===== config.mk =====
export PLATFORM = sky130hd
export DESIGN_NAME = fwd_stall_unit
export DESIGN_NICKNAME = d
export VERILOG_FILES = /design/src/rtl/hz_pkg.sv /design/src/rtl/hz_match.sv /design/src/rtl/hz_src_pick.sv /design/src/rtl/fwd_stall_unit.sv
export SDC_FILE = /design/constraint.sdc
export NUM_CORES = 1
export LEC_CHECK = 0
export ABC_AREA = 0
export BUFFER_PORTS_ARGS = -buffer_cell sky130_fd_sc_hd__buf_2
export CAP_MARGIN = 20
export CORE_AREA = 4 4 41 43
export DETAILED_ROUTE_END_ITERATION = 10
export DIE_AREA = 0 0 45 47
export PLACE_DENSITY = 0.61
export SLEW_MARGIN = 20
export SYNTH_ARGS = -nofsm -noshare
export SYNTH_HDL_FRONTEND = slang
export SYNTH_SLANG_ARGS = --single-unit

===== constraint.sdc =====
create_clock -name vclk -period 4.4
set_clock_uncertainty 0.05 [all_clocks]
set_input_delay 1.32 -clock vclk [all_inputs]
set_output_delay 1.32 -clock vclk [all_outputs]
set_load 0.02 [all_outputs]

===== src/rtl/hz_pkg.sv =====
package hz_pkg;
    localparam int REG_AW = 5;

    typedef enum logic [1:0] {
        SEL_RF  = 2'b00,
        SEL_EX  = 2'b01,
        SEL_MEM = 2'b10
    } sel_e;

    typedef struct packed {
        logic              wen;
        logic              load;
        logic [REG_AW-1:0] dst;
    } prod_t;

    // A producer qualifies only if it writes a nonzero register.
    function automatic logic prod_writes(input prod_t p);
        return p.wen && (p.dst != '0);
    endfunction
endpackage


===== src/rtl/hz_match.sv =====
module hz_match
    import hz_pkg::*;
(
    input  logic [REG_AW-1:0] src,
    input  prod_t             prod,
    output logic              hit
);
    always_comb hit = prod_writes(prod) && (prod.dst == src);
endmodule


===== src/rtl/hz_src_pick.sv =====
module hz_src_pick
    import hz_pkg::*;
(
    input  logic [REG_AW-1:0] src,
    input  prod_t             ex_p,
    input  prod_t             mem_p,
    output sel_e              sel,
    output logic              load_use
);
    logic ex_hit, mem_hit;

    hz_match u_ex  (.src(src), .prod(ex_p),  .hit(ex_hit));
    hz_match u_mem (.src(src), .prod(mem_p), .hit(mem_hit));

    always_comb begin
        load_use = ex_hit && ex_p.load;
        if (ex_hit)       sel = SEL_EX;
        else if (mem_hit) sel = SEL_MEM;
        else              sel = SEL_RF;
    end
endmodule


===== src/rtl/fwd_stall_unit.sv =====
module fwd_stall_unit
    import hz_pkg::*;
#(
    parameter int N_SRC = 2
) (
    input  logic                         clk,
    input  logic                         rst,
    input  logic [N_SRC-1:0][REG_AW-1:0] dec_src,
    input  logic [REG_AW-1:0]            ex_dst,
    input  logic                         ex_wen,
    input  logic                         ex_load,
    input  logic [REG_AW-1:0]            mem_dst,
    input  logic                         mem_wen,
    output logic [N_SRC-1:0][1:0]        src_sel,
    output logic                         hold_fd,
    output logic                         ex_bubble
);
    prod_t ex_p, mem_p;
    sel_e  pick     [N_SRC];
    logic [N_SRC-1:0] lu_vec;

    always_comb begin
        ex_p  = '{wen: ex_wen,  load: ex_load, dst: ex_dst};
        mem_p = '{wen: mem_wen, load: 1'b0,    dst: mem_dst};
    end

    for (genvar i = 0; i < N_SRC; i++) begin : g_src
        hz_src_pick u_pick (
            .src      (dec_src[i]),
            .ex_p     (ex_p),
            .mem_p    (mem_p),
            .sel      (pick[i]),
            .load_use (lu_vec[i])
        );
        // While stalled the decode instruction is replayed, so read the file.
        always_comb src_sel[i] = hold_fd ? SEL_RF : pick[i];
    end

    always_comb begin
        hold_fd   = |lu_vec;
        ex_bubble = hold_fd;
    end
endmodule


Word-level counts from Yosys, hierarchy flattened
Index checks and enable logic that the tools add are counted.
Cells by class
  reduce and logical (&&, ||, !) cells: 11
  multiplexer cells: 6
  equality and inequality tests: 4
Operators with widths (count)
  $eq A5 B5 Y1: 4
  $mux W2: 6
  $reduce_bool A5 Y1: 2
  $logic_and A1 B1 Y1: 8
  $reduce_or A2 Y1: 1
Word-level totals
  word-level logic and storage cells: 21
  bits in registers: 0
  output and inout port bits: 6
  input bits: 25

Depth between registers and ports, before layout
Gate-level depths: netlist (run 1).
  word-level depth: 6
  depth in mapped cells: 5
  gate-level depth less buffers: 4

Hierarchy
Synthesis (run 1) repeated with hierarchy kept, for this count alone.
Second synthesis, totals
  cells, all modules: 53
  area, all modules: 400.4 um^2
Modules (own cells, without submodules)
  hz_match: instances 4, cells each 10, area an instance 76.3 um^2, sequential area each 0.0 um^2
  fwd_stall_unit: instances 1, cells each 7, area an instance 47.5 um^2, sequential area each 0.0 um^2
  hz_src_pick: instances 2, cells each 3, area an instance 23.8 um^2, sequential area each 0.0 um^2

Least setup slack after synthesis (run 1)
OpenSTA, ideal clock, no wires.
  kind: input -> output
  start: in ex_dst[2]
  end: out src_sel[1] in the netlist's numbering
  arrival time: 2.948 ns
  cell stages on the path: 4
  data required time: 3.030 ns
  path buffers: 0
  path slack: 0.082 ns
  cell sequence: or4_1 nor2_2 nor4_1 a2111oi_1
RTL lines
  start: declaration: line fwd_stall_unit.sv:9  | input logic [REG_AW-1:0] ex_dst,
  end: declaration: line fwd_stall_unit.sv:14  | output logic [N_SRC-1:0][1:0] src_sel,

==> run summary, run 1 <==
layout cells sized above 1 -> 47.0%
CTS resizes -> 0
CTS Hold Bufs -> 0
NumNets Final -> 93
most common cell after layout, fill and taps aside -> buf_2
fin crit share -> 95.2%
vias per inst -> 4.53
Max FO, Critical Path -> 4
Ys Warns -> 0
global-route wire length before repair -> 1360 um
Mapped Area -> 299 sq um
origin of the worst setup path -> ex_dst[2]
Fill cells -> 150
fmax -> 0.239 GHz
Seq/Total Area, Yosys -> 0%
Slew Limit Fails -> 0
DRT iter0 DRCs -> 2
post-CTS setup buffer count -> 0
DP Cell Count -> 81
Reg area -> 0 sq um
critical path arrival -> 2820 ps
Period minus WS final -> 4190 ps
drt pass-1 iters -> 4
Lkg Pwr -> 0.205 nW
combinational share of power -> 100.0%
clock buffers -> 0
num rows -> 13
Via Count -> 367
initial antenna violation count -> 0
outcome -> finished clean
Clock Power Share -> 0%
CP Data Required Time -> 3030 ps
RSZ-0062 raised after global routing -> no
Switching Fraction -> 49.1%
Synth cell types -> 14
maximum VDD drop -> 22.6 uV
hold path depth -> 3
P_sw -> 0.0188 mW
Slew headroom -> 55.6%
Overflow after GRT -> 0
min-delay src -> ex_load
Die X -> 45 um
Syn Nets -> 63
io pins -> 31
final setup fails -> 0
WL/cell -> 10.7 um
n_diodes -> 0
Setup crit start kind -> primary input
Max Cap Viol -> 0
post-layout util -> 35.0%
area delta synth->final -> 52.3%
largest net degree at the start of global routing -> 6
remaining antenna violation count -> 0
sequential power share -> 0%
pwr/cell area -> 83.9 mW/mm^2
Fin. Hold Viols -> 0
routed wire length -> 868 um
die area -> 0.00212 sq mm
most frequent cells in the layout -> 29 x buf_2, 10 x xor2_1, 10 x xnor2_1
critical path endpoint category -> output pin
DRC -> 0
vias in the first global route -> 362
Mean Syn Cell Area -> 7.87 sq um
initial core utilization -> 23.0%
PortBufs -> 29
die height -> 47 um
total global-route track usage -> 8.18%
cell-internal power -> 0.0195 mW
synthesized instance count -> 38
final RePlAce weighted congestion -> 0.748
Fin Setup TNS -> 0 ps
kind of critical path -> primary input to output pin
core outline area -> 0.00130 sq mm
Min-Delay Path Class -> primary input to output pin
Worst-Margin Slew -> 660 ps
Seq Cell Count -> 0
Non-Filler Instances -> 81
Total Power -> 0.0382 mW
## synthesized netlist by cell type
library cell | n | share of area (%)
a2111oi_1 | 1 | 3.3
a2111oi_2 | 1 | 5.0
buf_4 | 1 | 2.5
nand3_1 | 2 | 3.3
nand4_1 | 2 | 4.2
nor2_2 | 1 | 2.1
nor2b_1 | 2 | 4.2
nor3_1 | 2 | 3.3
nor4_1 | 2 | 4.2
o21a_1 | 1 | 2.5
o21ai_0 | 1 | 1.7
or4_1 | 2 | 5.0
xnor2_1 | 10 | 29
xor2_1 | 10 | 29
## layout make-up
cell class | instances | area (sq um) | share of cell area (%)
Multi-Input combinational cell | 37 | 292 | 64.0
Timing Repair Buffer | 29 | 145 | 31.9
Tap cell | 15 | 18.8 | 4.12
## worst paths after layout
check                         to  slack (ps)
worst min-delay path  src_sel[0]        2920
worst max-delay path  src_sel[1]         210
## power groups by stage
stage	Sequential, mW	Combinational, mW	Clock, mW
3_3_place_gp	0	0.0386	0
6_report	0	0.0382	0
2_1_floorplan	0	0.0187	0
5_1_grt	0	0.0425	0
3_5_place_dp	0	0.0385	0
4_1_cts	0	0.0387	0
## per-layer routing
layer | up-vias | global-route usage, % | wire length (um)
li1 | 194 | - | -
met1 | 157 | 9.21 | 339
met2 | 16 | 16.4 | 425
met3 | 0 | 1.92 | 103
met4 | 0 | 0 | 0
met5 | - | 0 | 0
## per-stage QoR
stage	hold slack (ps)	instance area, sq um	setup WS, ps
after floorplan	2670	299	81.7
after global placement	2910	455	197
after detailed placement	2910	455	222
after CTS	2910	455	216
after global routing	2920	455	153
final	2920	455	210
## kinds of logic (layout without fill, tap and decap cells)
| group | after synthesis | count (layout) | synth area share, % |
|---|---|---|---|
| AND/OR/NAND/NOR | 13 | 13 | 26.4 |
| AO/OA/AOI/OAI | 4 | 4 | 12.6 |
| buffers and inverters | 1 | 29 | 2.51 |
| XOR/XNOR | 20 | 20 | 58.6 |
## worst max-delay path, cell delays in order
cell	delay (ps)
buf_2	120
or4_1	530
nor2_2	120
nor4_1	110
a2111oi_1	400
buf_2	230
No activity file was read; power rests on OpenSTA's default activity.
==> run 2: changes to the inputs <==
--- a/config.mk
+++ b/config.mk
@@ -11,7 +11,7 @@
 export CORE_AREA = 4 4 41 43
 export DETAILED_ROUTE_END_ITERATION = 10
 export DIE_AREA = 0 0 45 47
-export PLACE_DENSITY = 0.61
+export PLACE_DENSITY = 0.65
 export SLEW_MARGIN = 20
 export SYNTH_ARGS = -nofsm -noshare
 export SYNTH_HDL_FRONTEND = slang
==> run 2 against run 1 <==
Effect of this change: maximum frequency fell by 1.0%; first-iteration DRC count rose to 2.5 times the previous value; die area unchanged; cell count stayed put; via count increased by 2.2%; routed wire length rose by 5.4%; sequential share of layout area unchanged; critical path type unchanged; largest power group unchanged.
==> run summary, run 2 (same netlist as run 1, synthesis figures left out) <==
largest net degree at the start of global routing -> 6
clock buffers -> 0
dpl ws -> 179 ps
vias in the first global route -> 361
layout cells sized above 1 -> 47.0%
num rows -> 13
DRC -> 0
Fin. Hold Viols -> 0
Non-Filler Instances -> 81
Via Count -> 375
kind of critical path -> primary input to output pin
die height -> 47 um
initial core utilization -> 23.0%
Overflow after GRT -> 0
Slew Limit Fails -> 0
total global-route track usage -> 9.05%
Worst-Margin Slew -> 702 ps
NumNets Final -> 93
critical path arrival -> 2860 ps
CTS resizes -> 0
die area -> 0.00212 sq mm
PortBufs -> 29
Slew headroom -> 52.7%
Post-DP Area -> 455 sq um
Period minus WS final -> 4230 ps
Die X -> 45 um
Fin Setup TNS -> 0 ps
Max Cap Viol -> 0
Max FO, Critical Path -> 4
DP Cell Count -> 81
global-route wire length before repair -> 1520 um
area delta synth->final -> 52.3%
initial antenna violation count -> 0
RSZ-0062 raised after global routing -> no
Reg area -> 0 sq um
Lkg Pwr -> 0.205 nW
CTS Hold Bufs -> 0
hpwl dp -> 862 um
remaining antenna violation count -> 0
most common cell after layout, fill and taps aside -> buf_2
most frequent cells in the layout -> 29 x buf_2, 10 x xor2_1, 10 x xnor2_1
outcome -> finished clean
pwr/cell area -> 84.4 mW/mm^2
vias per inst -> 4.63
Fin Hold WS -> 2920 ps
maximum VDD drop -> 27.9 uV
setup ws final -> 166 ps
WL/cell -> 11.3 um
routed wire length -> 915 um
post-CTS setup buffer count -> 0
n_diodes -> 0
fin area -> 455 sq um
critical path endpoint category -> output pin
CP Data Required Time -> 3030 ps
fin crit share -> 96.2%
drt pass-1 iters -> 2
Min-Delay Path Class -> primary input to output pin
Seq Cell Count -> 0
final RePlAce weighted congestion -> 0.761
io pins -> 31
final setup fails -> 0
Setup crit start kind -> primary input
fmax -> 0.236 GHz
DRT iter0 DRCs -> 5
core outline area -> 0.00130 sq mm
run 2: cell counts in the layout (fill, tap and decap cells not counted):
No cell type changed its count.
run 2: per-layer routing:
| metal | global-route usage, % | wire [um] | vias up |
|---|---|---|---|
| met2 | 15.3 | 406 | 19 |
| met1 | 13.0 | 403 | 163 |
| met5 | 0 | 0 | - |
| met4 | 0 | 0 | 0 |
| met3 | 1.15 | 106 | 0 |
| li1 | - | - | 193 |
run 2: worst max-delay path: stages:
cell and delay (ps):
buf_2 120, or4_1 540, nor2_2 120, nor4_1 110, a2111oi_1 410, buf_2 240
run 2: final timing paths:
check | cells after the start | end | from
worst max-delay path | 6 | src_sel[1] | ex_dst[2]
worst min-delay path | 3 | src_sel[2] | ex_load
run 2: where the power goes:
| part | total [mW] | internal [mW] | switching [mW] |
|---|---|---|---|
| registers | 0 | 0 | 0 |
| clock network | 0 | 0 | 0 |
| logic | 0.0384 | 0.0195 | 0.0189 |
| total | 0.0384 | 0.0195 | 0.0189 |
run 2: area by class of cell:
type | count | area (sq um)
Fill cell | 157 | 846
Multi-Input combinational cell | 37 | 292
Timing Repair Buffer | 29 | 145
Tap cell | 15 | 18.8
run 2: through the flow:
stage	utilization [%]	total power [mW]
4_1_cts	35.0	0.0389
3_3_place_gp	35.0	0.0385
3_5_place_dp	35.0	0.0386
6_report	35.0	0.0384
2_1_floorplan	-	0.0187
5_1_grt	35.0	0.0426
==> run 3: changes to the inputs <==
--- a/config.mk
+++ b/config.mk
@@ -12,6 +12,7 @@
 export DETAILED_ROUTE_END_ITERATION = 10
 export DIE_AREA = 0 0 45 47
 export PLACE_DENSITY = 0.65
+export RECOVER_POWER = 25
 export SLEW_MARGIN = 20
 export SYNTH_ARGS = -nofsm -noshare
 export SYNTH_HDL_FRONTEND = slang
==> run 3 against run 2 <==
Effect of this change: maximum frequency about the same; sequential share of layout area unchanged; power about the same; critical endpoint unchanged.
==> run summary, run 3 (same netlist as run 1, synthesis figures left out) <==
kind of critical path -> primary input to output pin
vias per inst -> 4.63
Fill cells -> 158
die height -> 47 um
Multi-input gate area -> 292 sq um
most common cell after layout, fill and taps aside -> buf_2
num rows -> 13
initial antenna violation count -> 0
NumNets Final -> 93
Period minus WS final -> 4230 ps
global-route wire length before repair -> 1520 um
clock buffers -> 0
DRT iter0 DRCs -> 5
die area -> 0.00212 sq mm
routed wire length -> 915 um
core outline area -> 0.00130 sq mm
most frequent cells in the layout -> 28 x buf_2, 10 x xor2_1, 10 x xnor2_1
Fin. Hold Viols -> 0
n_diodes -> 0
worst path cell trace -> buf_2 -> or4_1 -> nor2_2 -> nor4_1 -> a2111oi_1 -> buf_2
Top delay family on crit path -> simple AND/OR/NAND/NOR gates
Slew headroom -> 52.7%
RSZ-0062 raised after global routing -> no
Reg area -> 0 sq um
Slew Limit Fails -> 0
Setup crit start kind -> primary input
DRC -> 0
area delta synth->final -> 51.9%
critical path arrival -> 2860 ps
fin crit share -> 96.2%
Max FO, Critical Path -> 4
final setup fails -> 0
initial core utilization -> 23.0%
vias in the first global route -> 361
WL/cell -> 11.3 um
post-layout util -> 34.9%
layout cells sized above 1 -> 45.5%
Min-Delay Path Class -> primary input to output pin
CP peak stage delay -> 540 ps
Via Count -> 375
final RePlAce weighted congestion -> 0.761
Seq Cell Count -> 0
critical path endpoint category -> output pin
Crit path buffers/inverters -> 2
PortBufs -> 29
fmax -> 0.236 GHz
CTS resizes -> 0
outcome -> finished clean
remaining antenna violation count -> 0
total global-route track usage -> 9.05%
Lkg Pwr -> 0.201 nW
Worst path most repeated cell -> buf_2
Die X -> 45 um
Overflow after GRT -> 0
largest net degree at the start of global routing -> 6
hpwl dp -> 862 um
drt pass-1 iters -> 2
CTS Hold Bufs -> 0
pwr/cell area -> 84.5 mW/mm^2
slowest CP cell -> or4_1
Max Cap Viol -> 0
io pins -> 31
Worst-Margin Slew -> 702 ps
post-CTS setup buffer count -> 0
Fin Setup TNS -> 0 ps
maximum VDD drop -> 27.9 uV
CP Data Required Time -> 3030 ps
-- run 3: cell count changes in the layout (fill, tap and decap cells not counted), sizes merged --
cell,previous run,this run
buf,29,28
clkbuf,0,1
-- run 3: final timing paths --
path / startpoint / end / cells after the start
setup / recovery: ex_dst[2] / src_sel[1] / 6
hold / removal: ex_load / src_sel[2] / 3
-- run 3: final cells by class --
type,count,area share [%]
repair buffers,29,31.7
well taps,15,4.13
multi-input cells,37,64.2
-- run 3: tightest hold or removal path: stages --
cell and delay [ps]:
buf_2 130, nor2b_1 50, buf_2 150
-- run 3: power by group --
part | total, mW | switching, mW | internal [mW]
logic | 0.0384 | 0.0190 | 0.0194
clock network | 0 | 0 | 0
registers | 0 | 0 | 0
total | 0.0384 | 0.0190 | 0.0194
-- run 3: per-stage QoR --
stage | cells | total power [mW] | hold slack [ps] | instance area [sq um] | worst slack [ps]
3_5_place_dp | 81 | 0.0386 | 2920 | 455 | 179
3_3_place_gp | 81 | 0.0385 | 2910 | 455 | 202
2_1_floorplan | 38 | 0.0187 | 2670 | 299 | 81.7
6_report | 81 | 0.0384 | 2920 | 454 | 166
5_1_grt | 81 | 0.0426 | 2940 | 454 | 3.08
4_1_cts | 81 | 0.0389 | 2920 | 455 | 175
-- run 3: per-layer routing --
layer	track usage, %	vias to the layer above	routed length, um
met4	0	0	0
met5	0	-	0
met3	1.15	0	111
li1	-	193	-
met2	15.3	19	404
met1	13.0	163	399
